--- config.mk ---
export PLATFORM = sky130hd
export DESIGN_NAME = tlc_ctrl
export DESIGN_NICKNAME = d
export VERILOG_FILES = /design/src/rtl/tlc_pkg.sv /design/src/rtl/tlc_tick_gen.sv /design/src/rtl/tlc_sensor_sync.sv /design/src/rtl/tlc_bcd_down.sv /design/src/rtl/tlc_ctrl.sv
export SDC_FILE = /design/constraint.sdc
export NUM_CORES = 1
export LEC_CHECK = 0
export ABC_AREA = 1
export ABC_CLOCK_PERIOD_IN_PS = 1900
export BUFFER_PORTS_ARGS = -buffer_cell sky130_fd_sc_hd__clkbuf_2
export CAP_MARGIN = 10
export CORE_MARGIN = 2
export CORE_UTILIZATION = 50
export DETAILED_ROUTE_END_ITERATION = 6
export PLACE_DENSITY = 0.71
export RECOVER_POWER = 50
export REMOVE_ABC_BUFFERS = 1
export SETUP_SLACK_MARGIN = 0.15
export SYNTH_ARGS = -nofsm -noshare
export SYNTH_HDL_FRONTEND = slang
export SYNTH_SLANG_ARGS = --single-unit
--- constraint.sdc ---
create_clock -name clk -period 1.9 [get_ports clk]
set_input_delay 0.38 -clock clk [delete_from_list [all_inputs] [get_ports clk]]
set_output_delay 0.38 -clock clk [all_outputs]
set_load 0.05 [all_outputs]
--- src/rtl/tlc_pkg.sv ---
package tlc_pkg;

  typedef enum logic [1:0] {
    PH_MAIN_GO  = 2'd0,
    PH_MAIN_CLR = 2'd1,
    PH_SIDE_GO  = 2'd2,
    PH_SIDE_CLR = 2'd3
  } phase_t;

  // Two-digit BCD of a value in 0..99
  function automatic logic [7:0] to_bcd(input int v);
    logic [3:0] t;
    logic [3:0] u;
    t = 4'(v / 10);
    u = 4'(v % 10);
    return {t, u};
  endfunction

endpackage

--- src/rtl/tlc_tick_gen.sv ---
module tlc_tick_gen #(
  parameter int DIV_LO = 10,
  parameter int DIV_HI = 10
) (
  input  logic clk,
  input  logic rst,
  output logic tick
);
  localparam int LW = (DIV_LO > 1) ? $clog2(DIV_LO) : 1;
  localparam int HW = (DIV_HI > 1) ? $clog2(DIV_HI) : 1;
  localparam logic [LW-1:0] LO_TOP = LW'(DIV_LO - 1);
  localparam logic [HW-1:0] HI_TOP = HW'(DIV_HI - 1);

  logic [LW-1:0] lo_q;
  logic [HW-1:0] hi_q;
  logic          lo_carry;

  assign lo_carry = (lo_q == LO_TOP);
  assign tick     = lo_carry && (hi_q == HI_TOP);

  always_ff @(posedge clk) begin
    if (rst) begin
      lo_q <= '0;
    end else if (lo_carry) begin
      lo_q <= '0;
    end else begin
      lo_q <= lo_q + 1'b1;
    end
  end

  always_ff @(posedge clk) begin
    if (rst) begin
      hi_q <= '0;
    end else if (lo_carry) begin
      if (hi_q == HI_TOP) hi_q <= '0;
      else                hi_q <= hi_q + 1'b1;
    end
  end

  // a tick is a single-cycle pulse when the ratio exceeds one
  a_r8_tick_single: assert property (@(posedge clk) disable iff (rst)
    ((DIV_LO * DIV_HI > 1) && tick) |=> !tick);

endmodule

--- src/rtl/tlc_sensor_sync.sv ---
module tlc_sensor_sync #(
  parameter int STAGES = 2
) (
  input  logic clk,
  input  logic rst,
  input  logic raw,
  output logic sync
);
  logic [STAGES-1:0] sh_q;

  always_ff @(posedge clk) begin
    if (rst) sh_q <= '0;
    else     sh_q <= {sh_q[STAGES-2:0], raw};
  end

  assign sync = sh_q[STAGES-1];

  // synchronized level follows the raw input STAGES clocks later
  a_r9_sync_delay: assert property (@(posedge clk) disable iff (rst)
    $rose(sync) |-> $past(raw, STAGES));

endmodule

--- src/rtl/tlc_bcd_down.sv ---
module tlc_bcd_down #(
  parameter logic [7:0] RST_VAL = 8'h59
) (
  input  logic       clk,
  input  logic       rst,
  input  logic       load,
  input  logic [7:0] load_val,
  input  logic       dec,
  output logic [3:0] tens,
  output logic [3:0] units,
  output logic       zero
);
  logic [3:0] tens_q;
  logic [3:0] units_q;

  assign tens  = tens_q;
  assign units = units_q;
  assign zero  = (tens_q == 4'd0) && (units_q == 4'd0);

  always_ff @(posedge clk) begin
    if (rst) begin
      {tens_q, units_q} <= RST_VAL;
    end else if (load) begin
      {tens_q, units_q} <= load_val;
    end else if (dec && !zero) begin
      if (units_q == 4'd0) begin
        units_q <= 4'd9;
        tens_q  <= tens_q - 4'd1;
      end else begin
        units_q <= units_q - 4'd1;
      end
    end
  end

  // both digits always hold legal BCD
  a_r7_bcd_legal: assert property (@(posedge clk) disable iff (rst)
    (tens_q <= 4'd9) && (units_q <= 4'd9));

  // a count at zero does not wrap on a decrement
  a_r7_hold_zero: assert property (@(posedge clk) disable iff (rst)
    (dec && zero && !load) |=> (tens_q == 4'd0 && units_q == 4'd0));

endmodule

--- src/rtl/tlc_ctrl.sv ---
module tlc_ctrl #(
  parameter int DIV_LO     = 10,
  parameter int DIV_HI     = 10,
  parameter int MAIN_MIN_S = 60,
  parameter int SIDE_MAX_S = 20,
  parameter int CLEAR_S    = 5
) (
  input  logic       clk,
  input  logic       rst,
  input  logic       side_car,
  output logic       main_red,
  output logic       main_amber,
  output logic       main_green,
  output logic       side_red,
  output logic       side_amber,
  output logic       side_green,
  output logic [3:0] secs_tens,
  output logic [3:0] secs_units
);
  import tlc_pkg::*;

  localparam logic [7:0] MAIN_LD = to_bcd(MAIN_MIN_S - 1);
  localparam logic [7:0] SIDE_LD = to_bcd(SIDE_MAX_S - 1);
  localparam logic [7:0] CLR_LD  = to_bcd(CLEAR_S - 1);

  logic       tick;
  logic       demand;
  logic       t_zero;
  logic       t_load;
  logic       t_dec;
  logic [7:0] t_val;
  phase_t     phase_q;
  phase_t     phase_d;

  tlc_tick_gen #(.DIV_LO(DIV_LO), .DIV_HI(DIV_HI)) u_tick (
    .clk (clk),
    .rst (rst),
    .tick(tick)
  );

  tlc_sensor_sync #(.STAGES(2)) u_sync (
    .clk (clk),
    .rst (rst),
    .raw (side_car),
    .sync(demand)
  );

  tlc_bcd_down #(.RST_VAL(MAIN_LD)) u_timer (
    .clk     (clk),
    .rst     (rst),
    .load    (t_load),
    .load_val(t_val),
    .dec     (t_dec),
    .tens    (secs_tens),
    .units   (secs_units),
    .zero    (t_zero)
  );

  always_comb begin
    phase_d = phase_q;
    t_load  = 1'b0;
    t_val   = MAIN_LD;
    t_dec   = 1'b0;
    if (tick) begin
      unique case (phase_q)
        PH_MAIN_GO: begin
          if (t_zero && demand) begin
            phase_d = PH_MAIN_CLR;
            t_load  = 1'b1;
            t_val   = CLR_LD;
          end else begin
            t_dec = 1'b1;
          end
        end
        PH_MAIN_CLR: begin
          if (t_zero) begin
            phase_d = PH_SIDE_GO;
            t_load  = 1'b1;
            t_val   = SIDE_LD;
          end else begin
            t_dec = 1'b1;
          end
        end
        PH_SIDE_GO: begin
          if (t_zero || !demand) begin
            phase_d = PH_SIDE_CLR;
            t_load  = 1'b1;
            t_val   = CLR_LD;
          end else begin
            t_dec = 1'b1;
          end
        end
        PH_SIDE_CLR: begin
          if (t_zero) begin
            phase_d = PH_MAIN_GO;
            t_load  = 1'b1;
            t_val   = MAIN_LD;
          end else begin
            t_dec = 1'b1;
          end
        end
        default: phase_d = PH_MAIN_GO;
      endcase
    end
  end

  always_ff @(posedge clk) begin
    if (rst) phase_q <= PH_MAIN_GO;
    else     phase_q <= phase_d;
  end

  assign main_green = (phase_q == PH_MAIN_GO);
  assign main_amber = (phase_q == PH_MAIN_CLR);
  assign main_red   = (phase_q == PH_SIDE_GO) || (phase_q == PH_SIDE_CLR);
  assign side_green = (phase_q == PH_SIDE_GO);
  assign side_amber = (phase_q == PH_SIDE_CLR);
  assign side_red   = (phase_q == PH_MAIN_GO) || (phase_q == PH_MAIN_CLR);

  // one lamp per road
  a_r6_main_one_lamp: assert property (@(posedge clk) disable iff (rst)
    $countones({main_red, main_amber, main_green}) == 1);
  a_r6_side_one_lamp: assert property (@(posedge clk) disable iff (rst)
    $countones({side_red, side_amber, side_green}) == 1);
  a_r6_side_red_guard: assert property (@(posedge clk) disable iff (rst)
    (main_green || main_amber) |-> side_red);

  // the highway gives up green only on a tick with demand and expired timer
  a_r1_leave_needs_demand: assert property (@(posedge clk) disable iff (rst)
    $fell(main_green) |-> ($past(tick) && $past(demand) && $past(t_zero)));

  // lamps hold between ticks
  a_r8_hold_between_ticks: assert property (@(posedge clk) disable iff (rst)
    !tick |=> $stable(phase_q));

  // amber of the highway is always followed by side green
  a_r4_order: assert property (@(posedge clk) disable iff (rst)
    ($past(main_amber) && $fell(main_amber)) |-> side_green);

endmodule

Yosys cells after proc, flatten, opt, wreduce, memory -nomap -nowiden
Cells that the tools add are included.

Register bits: 20. Input bits: 3. Output and inout bits: 14. Logic and storage cells: 64.

Add/subtract/negate cells: 4. Equal/unequal tests: 9. Muxes and demuxes: 27. Reductions and logical operators: 18.

Operators with widths (number): 8-bit one-hot mux with 4 select lines (1); 4-bit 2-to-1 mux (7); 7-bit 2-to-1 mux (3); 4-bit by 1-bit adder with 4-bit output (second input constant) (2); 4-bit == test (second input constant) (2); 4-bit zero test (2); 1-bit 2-to-1 mux (8); 2-bit 2-to-1 mux (4); 8-bit 2-to-1 mux (1); 2-bit by 1-bit != test with 1-bit output (second input constant) (4); 2-bit one-hot mux with 4 select lines (1); 4-bit by 1-bit subtractor with 4-bit output (second input constant) (2); 1-bit one-hot mux with 3 select lines (2); 5-bit AND reduction (1); 2-bit == test (second input constant) (2); 1-bit logical AND (4); 2-bit nonzero test (2); 2-bit OR reduction (2); 1-bit logical OR (3); 2-bit by 1-bit == test with 1-bit output (second input constant) (1); 1-bit zero test (2); 2-bit zero test (1); 2-bit AND reduction (1).

Longest topological paths before layout
Word-level depth: 9. Mapped depth: 15.

Hierarchy
From an unflattened synthesis, not the netlist that was laid out.

Cell total of the unflattened synthesis: 191. Area total of the unflattened synthesis: 1308.8 um^2.

Modules (own cells, without submodules): tlc_bcd_down (times used 1, cells an instance 90, area an instance 598.1 um^2); tlc_tick_gen (times used 1, cells an instance 48, area an instance 367.9 um^2); tlc_ctrl (times used 1, cells an instance 47, area an instance 287.8 um^2); tlc_sensor_sync (times used 1, cells an instance 6, area an instance 55.1 um^2).

Worst setup path after synthesis
No wires, ideal clock.

Kind: flip-flop to flip-flop. Start: register u_timer.units_q[0], in the netlist u_timer.units[0]. End: register u_timer.tens_q[0], in the netlist u_timer.tens[0]. Setup time: 0.120 ns. Arrival time: 1.959 ns. Required time: 1.780 ns. Path slack: -0.179 ns. Stages on the path, launching flop included: 16. Clock period less this slack: 2.079 ns. Path through: dfxtp_1 inv_1 ha_1 nand2_2 nor2_4 nand2_4 nand3_2 nand2_4 nand2_4 nand2_4 nand2_4 nand2_4 buf_8 nand2_2 nand2_1 nand3_1.

Longest elaborated chain between the ends: 9. Elaborated cells between the ends (all ways): 24. Those cells by class: mux: 15; reduce/logical: 9.

RTL lines: from (decl) (RTL line tlc_bcd_down.sv:14) `logic [3:0] units_q;`; from (signal assigned) (RTL line tlc_bcd_down.sv:24) `{tens_q, units_q} <= load_val;`; from (signal assigned) (RTL line tlc_bcd_down.sv:30) `units_q <= units_q - 4'd1;`; 4-bit zero test * (RTL line tlc_bcd_down.sv:18, tlc_bcd_down.sv:26); 1-bit logical AND (RTL line tlc_bcd_down.sv:18) `assign zero = (tens_q == 4'd0) && (units_q == 4'd0);`; 1-bit logical OR or 1-bit logical AND (tied branches) (RTL line tlc_ctrl.sv:85, tlc_ctrl.sv:67); 1-bit 2-to-1 mux (on tied branches) (RTL line tlc_ctrl.sv:85, tlc_ctrl.sv:67); 1-bit one-hot mux with 3 select lines (RTL line tlc_ctrl.sv:65) `unique case (phase_q)`; 1-bit 2-to-1 mux (RTL line tlc_ctrl.sv:64) `if (tick) begin`; 1-bit logical AND (RTL line tlc_bcd_down.sv:25) `end else if (dec && !zero) begin`; 2-bit nonzero test (no line); 2-bit AND reduction (no line); to (signal assigned) (RTL line tlc_bcd_down.sv:24); to (signal assigned) (RTL line tlc_bcd_down.sv:28) `tens_q <= tens_q - 4'd1;`; to (decl) (RTL line tlc_bcd_down.sv:13) `logic [3:0] tens_q;`.

Mark *: on every way between the ends. The rest lies on a longest branch, timed or not. The select of a mux whose other input is x is not followed. A chain may end at the register's enable or synchronous reset.

Worst setup path after layout
Start: register u_timer.tens_q[0], in the netlist u_timer.tens[0]. End: register u_timer.tens_q[0], in the netlist u_timer.tens[0].

Longest elaborated chain between the ends: 9. Elaborated cells between the ends (all ways): 27. Those cells by class: add/sub: 1; mux: 17; reduce/logical: 9.

RTL lines (RTL line): 4-bit zero test (tlc_bcd_down.sv:18); 1-bit logical AND (tlc_bcd_down.sv:18); 1-bit logical OR or 1-bit logical AND (tied branches) (tlc_ctrl.sv:85, tlc_ctrl.sv:67); 1-bit 2-to-1 mux (on tied branches) (tlc_ctrl.sv:85, tlc_ctrl.sv:67); 1-bit one-hot mux with 3 select lines (tlc_ctrl.sv:65); 1-bit 2-to-1 mux (tlc_ctrl.sv:64); 1-bit logical AND (tlc_bcd_down.sv:25); 2-bit nonzero test (no line); 2-bit AND reduction (no line).

Several ways; a longest one is shown, not always the timed one. The select of a mux whose other input is x is not followed.

==> reports/qor.log <==
qor: status.status complete, no violations
qor: worst_hold_path.classification_of_the_worst_slack_hold_path in -> reg
qor: routing.postRouteWirelength 2.99 mm
qor: floorplan.placeableCoreArea 2480 um^2
qor: setup_path.arrival 1890 ps
qor: clocking.tritoncts_num_sinks 20
qor: floorplan.ioPinCount 17
qor: setup_path.crit_fanout 6
qor: routing.via_count 1247
qor: sta.grt_setup_unrepaired yes
qor: synthesis.synth_area 1300 um^2
qor: sta.fin_crit_sh 89.7%
qor: clocking.ctsHtreeMaxLevel 1
qor: place.post-dp-hpwl 1.93 mm
qor: power_and_ir_drop.p_leak 0.739 nW
qor: place.inst_count_dp 218
qor: power_and_ir_drop.power_frac_clock 31.5%
qor: clocking.path_clk_slew 110 ps
qor: synthesis.yosysWarningCount 0
qor: synthesis.synth_seq_cells 20
qor: power_and_ir_drop.netSwitchingFraction 23.6%
qor: flow_run.timing.max_cap.violations 0
qor: sta.timing.max_slew.rel_slack 60.4%
qor: routing.drt_pre_antenna_iters 4
qor: routing.drt_iter0_markers 27
qor: power_and_ir_drop.power_report.internal_total 0.505 mW
qor: global_route.grt_util_met2 36.9%
qor: floorplan.die_height 55.0 um
qor: final_layout.nFillCells 200
qor: final_layout.finish.net_count 223
qor: clocking.cts_buffer_depth 2
qor: clocking.root_buffer sky130_fd_sc_hd__clkbuf_4
qor: synthesis.synth_seq_area_share 30.7%
qor: floorplan.die-width 55.0 um
qor: power_and_ir_drop.combinational_group_share_of_total_power 3.7%
qor: floorplan.row_count 18
qor: global_route.grt_most_used_layer met2
qor: clocking.cts_tree done
qor: global_route.grt_usage 20.7%
qor: setup_path.timing.setup.critical_path_class reg -> reg
qor: power_and_ir_drop.power_density 382 nW/um^2
qor: synthesis.cell_count_after_synthesis 174
qor: global_route.grt.met1_usage 23.4%
qor: sta.fin_worst_skew 3.11 ps
qor: sta.finalSetupViolCount 0
qor: final_layout.non_filler_instance_count_after_layout 238
qor: power_and_ir_drop.pwr-share-seq 64.8%
qor: setup_path.worstSetupStartpointType flip-flop
qor: synthesis.synthDistinctLibCells 29
qor: final_layout.n_antenna_cell 0
qor: sta.tightestPinTransition 596 ps
qor: global_route.number_of_antenna_violations_at_the_first_check_in_global_routing 0
qor: power_and_ir_drop.total_switching_power 0.156 mW
qor: place.buffer_ports.inserted 16
qor: power_and_ir_drop.irDropWorstVdd 0.000394 V
qor: global_route.gr-usage-met3 6.45%
qor: final_layout.layout-area-overhead-vs-synth 32.9%
qor: global_route.first_global_vias 1049
qor: setup_path.crit_required 2090 ps
qor: sta.timing.final.hold_violations 0
qor: sta.achievable-frequency 587 MHz
qor: synthesis.synthesis.area_per_instance 7.49 um^2
qor: floorplan.die-area 3030 um^2
qor: global_route.grt_pass1_wl 4.45 mm
qor: clocking.clock_latency 310 ps
qor: routing.routed_wire_length_per_instance 12.6 um
qor: sta.setup_total_negative_slack 0 ps
qor: global_route.grt_start_max_net_pins 14
qor: global_route.globalRoute.totalOverflow 0
qor: routing.post-route-drc-count 0
qor: setup_path.setup.worst_path.end_class flip-flop
qor: floorplan.initial_core_util 52.6%
qor: sta.period_minus_slack 1700 ps
qor: place.routabilityCongestion 0.801
qor: routing.via_per_inst 5.24
qor: clocking.cts-buffers-inserted 3
qor: final_layout.drive_gt1_share 38.9%
qor: sta.finalMaxSlewViolations 0
qor: routing.detail-route-antenna-nets 0
==> layer usage <==
layer	share of wire (%)	routed length, um
met3	5.2	156
met2	53	1570
met4	0.37	11
met5	0	0
met1	42	1250
==> what timing repair did <==
item	CTS	global route
setup endpoints to repair	11	12
cloned	1	0
hold buffers	0	0
setup buffers	3	13
pin swaps	4	16
resized for setup	24	35
==> layout by cell type, fill, tap and decap left out <==
| master | synthesis | layout |
|---|---|---|
| sky130_fd_sc_hd__nand4_4 | 0 | 1 |
| sky130_fd_sc_hd__buf_6 | 1 | 1 |
| sky130_fd_sc_hd__clkbuf_2 | 0 | 5 |
| sky130_fd_sc_hd__clkbuf_8 | 0 | 1 |
| sky130_fd_sc_hd__a21oi_4 | 0 | 1 |
| sky130_fd_sc_hd__ha_2 | 0 | 1 |
| sky130_fd_sc_hd__dfxtp_2 | 0 | 3 |
| sky130_fd_sc_hd__buf_4 | 0 | 14 |
| sky130_fd_sc_hd__nand4_1 | 4 | 4 |
| sky130_fd_sc_hd__dfxtp_4 | 0 | 4 |
| sky130_fd_sc_hd__nand3_2 | 3 | 3 |
| sky130_fd_sc_hd__clkinv_2 | 1 | 1 |
| sky130_fd_sc_hd__or2_2 | 2 | 1 |
| sky130_fd_sc_hd__clkinv_1 | 1 | 1 |
| sky130_fd_sc_hd__o31ai_1 | 1 | 1 |
| sky130_fd_sc_hd__nor2_1 | 13 | 13 |
| sky130_fd_sc_hd__ha_1 | 10 | 5 |
| sky130_fd_sc_hd__inv_1 | 26 | 18 |
| sky130_fd_sc_hd__o21ai_1 | 3 | 4 |
| sky130_fd_sc_hd__nand3_1 | 16 | 12 |
| sky130_fd_sc_hd__xor2_1 | 1 | 1 |
| sky130_fd_sc_hd__a21boi_4 | 0 | 1 |
| sky130_fd_sc_hd__inv_2 | 4 | 7 |
| sky130_fd_sc_hd__clkbuf_4 | 0 | 5 |
| sky130_fd_sc_hd__o21ai_0 | 6 | 5 |
| sky130_fd_sc_hd__nand2_1 | 27 | 25 |
| sky130_fd_sc_hd__o211ai_1 | 2 | 2 |
| sky130_fd_sc_hd__clkbuf_1 | 0 | 9 |
| sky130_fd_sc_hd__nand2_4 | 7 | 10 |
| sky130_fd_sc_hd__nor2_4 | 2 | 3 |
| sky130_fd_sc_hd__xnor2_1 | 3 | 3 |
| sky130_fd_sc_hd__nand3b_1 | 1 | 1 |
| sky130_fd_sc_hd__ha_4 | 0 | 4 |
| sky130_fd_sc_hd__nand3_4 | 0 | 4 |
| sky130_fd_sc_hd__a21oi_1 | 10 | 10 |
| sky130_fd_sc_hd__dfxtp_1 | 20 | 13 |
| sky130_fd_sc_hd__nand2_2 | 5 | 5 |
| sky130_fd_sc_hd__inv_4 | 0 | 5 |
| sky130_fd_sc_hd__or2_4 | 0 | 1 |
==> kinds of logic after synthesis <==
family	synth area share [%]
fa+ha+maj	9.61
compound gates	10.6
buf+inv	11.3
xor+xnor	2.69
flops	30.7
simple gates	35.1
==> Yosys cell counts <==
cell type | instances | area share, %
sky130_fd_sc_hd__nand4_2 | 1 | 0.96
sky130_fd_sc_hd__o21ai_1 | 3 | 1.2
sky130_fd_sc_hd__nor2_2 | 1 | 0.48
sky130_fd_sc_hd__o31ai_1 | 1 | 0.58
sky130_fd_sc_hd__dfxtp_1 | 20 | 31
sky130_fd_sc_hd__a21oi_2 | 1 | 0.67
sky130_fd_sc_hd__or2_2 | 2 | 0.96
sky130_fd_sc_hd__o211ai_1 | 2 | 1.2
sky130_fd_sc_hd__a21oi_1 | 10 | 3.8
sky130_fd_sc_hd__nor2_4 | 2 | 1.7
sky130_fd_sc_hd__clkinv_2 | 1 | 0.38
sky130_fd_sc_hd__inv_1 | 26 | 7.5
sky130_fd_sc_hd__ha_1 | 10 | 9.6
sky130_fd_sc_hd__xor2_1 | 1 | 0.67
sky130_fd_sc_hd__clkinv_1 | 1 | 0.29
sky130_fd_sc_hd__buf_6 | 1 | 0.86
sky130_fd_sc_hd__inv_2 | 4 | 1.2
sky130_fd_sc_hd__nand3_2 | 3 | 2.3
sky130_fd_sc_hd__nor2_1 | 13 | 3.7
sky130_fd_sc_hd__nand2_4 | 7 | 6.1
sky130_fd_sc_hd__nand2_1 | 27 | 7.8
sky130_fd_sc_hd__xnor2_1 | 3 | 2.0
sky130_fd_sc_hd__nand3_1 | 16 | 6.1
sky130_fd_sc_hd__buf_8 | 1 | 1.2
sky130_fd_sc_hd__nand4_1 | 4 | 1.9
sky130_fd_sc_hd__nand3b_1 | 1 | 0.58
sky130_fd_sc_hd__o21ai_0 | 6 | 2.3
sky130_fd_sc_hd__a21boi_2 | 1 | 0.86
sky130_fd_sc_hd__nand2_2 | 5 | 2.4
==> final cells by class <==
type | count | area (um^2) | area share [%]
multi-input cells | 121 | 915 | 52.8
well taps | 30 | 37.5 | 2.17
repair buffers | 32 | 204 | 11.8
flip-flops and latches | 20 | 419 | 24.2
clock buffers | 3 | 22.5 | 1.30
inverters | 32 | 134 | 7.73
==> worst max-delay path: stages (launching register included) <==
cell                      delay (ps)
sky130_fd_sc_hd__dfxtp_4         380
sky130_fd_sc_hd__inv_4            70
sky130_fd_sc_hd__ha_4            130
sky130_fd_sc_hd__inv_2            40
sky130_fd_sc_hd__nor2_4          180
sky130_fd_sc_hd__nand2_4         100
sky130_fd_sc_hd__nand2_2          70
sky130_fd_sc_hd__nand2_2          80
sky130_fd_sc_hd__nand3_4          90
sky130_fd_sc_hd__nand3_4         120
sky130_fd_sc_hd__nand2_4         130
sky130_fd_sc_hd__nand2_2          60
sky130_fd_sc_hd__nand2_1          60
sky130_fd_sc_hd__nand3_1          70
==> path summary, 6_finish.rpt <==
check / depth (start not counted) / end / slack, ps / from
worst max register to register: 13 / u_timer.tens[0]$_SDFFE_PP1P_ / 200 / u_timer.tens[0]$_SDFFE_PP1P_
worst min register to register: 2 / u_sync.sh_q[1]$_SDFF_PP0_ / 420 / u_sync.sh_q[0]$_SDFF_PP0_
worst max-delay path: 13 / u_timer.tens[0]$_SDFFE_PP1P_ / 200 / u_timer.tens[0]$_SDFFE_PP1P_
worst min-delay path: 3 / u_sync.sh_q[0]$_SDFF_PP0_ / 250 / side_car
==> power by group through the flow <==
stage	combinational, mW	clock (mW)	sequential, mW
3_5_place_dp	0.0240	0	0.442
2_1_floorplan	0.0170	0	0.441
3_3_place_gp	0.0228	0	0.442
4_1_cts	0.0243	0.209	0.433
5_1_grt	0.0292	0.234	0.430
6_report	0.0243	0.208	0.429
==> flip-flops by register name, summed over array words and instances (netlist names) <==
register,cells
phase_q,2
u_tick.hi_q,4
u_sync.sh_q,2
u_tick.lo_q,4
u_timer.tens,4
u_timer.units,4
==> stage by stage <==
stage	hold WS, ps	power (mW)	cell area (um^2)	utilization (%)	setup slack (ps)
global placement	393	0.464	1390	56.3	182
floorplan	388	0.458	1280	-	-139
CTS	252	0.667	1540	62.3	138
global route	274	0.693	1730	69.9	56.0
finish	249	0.661	1730	69.9	196
detailed placement	400	0.466	1390	56.3	98.9
Power figures use the tool's default switching activity.
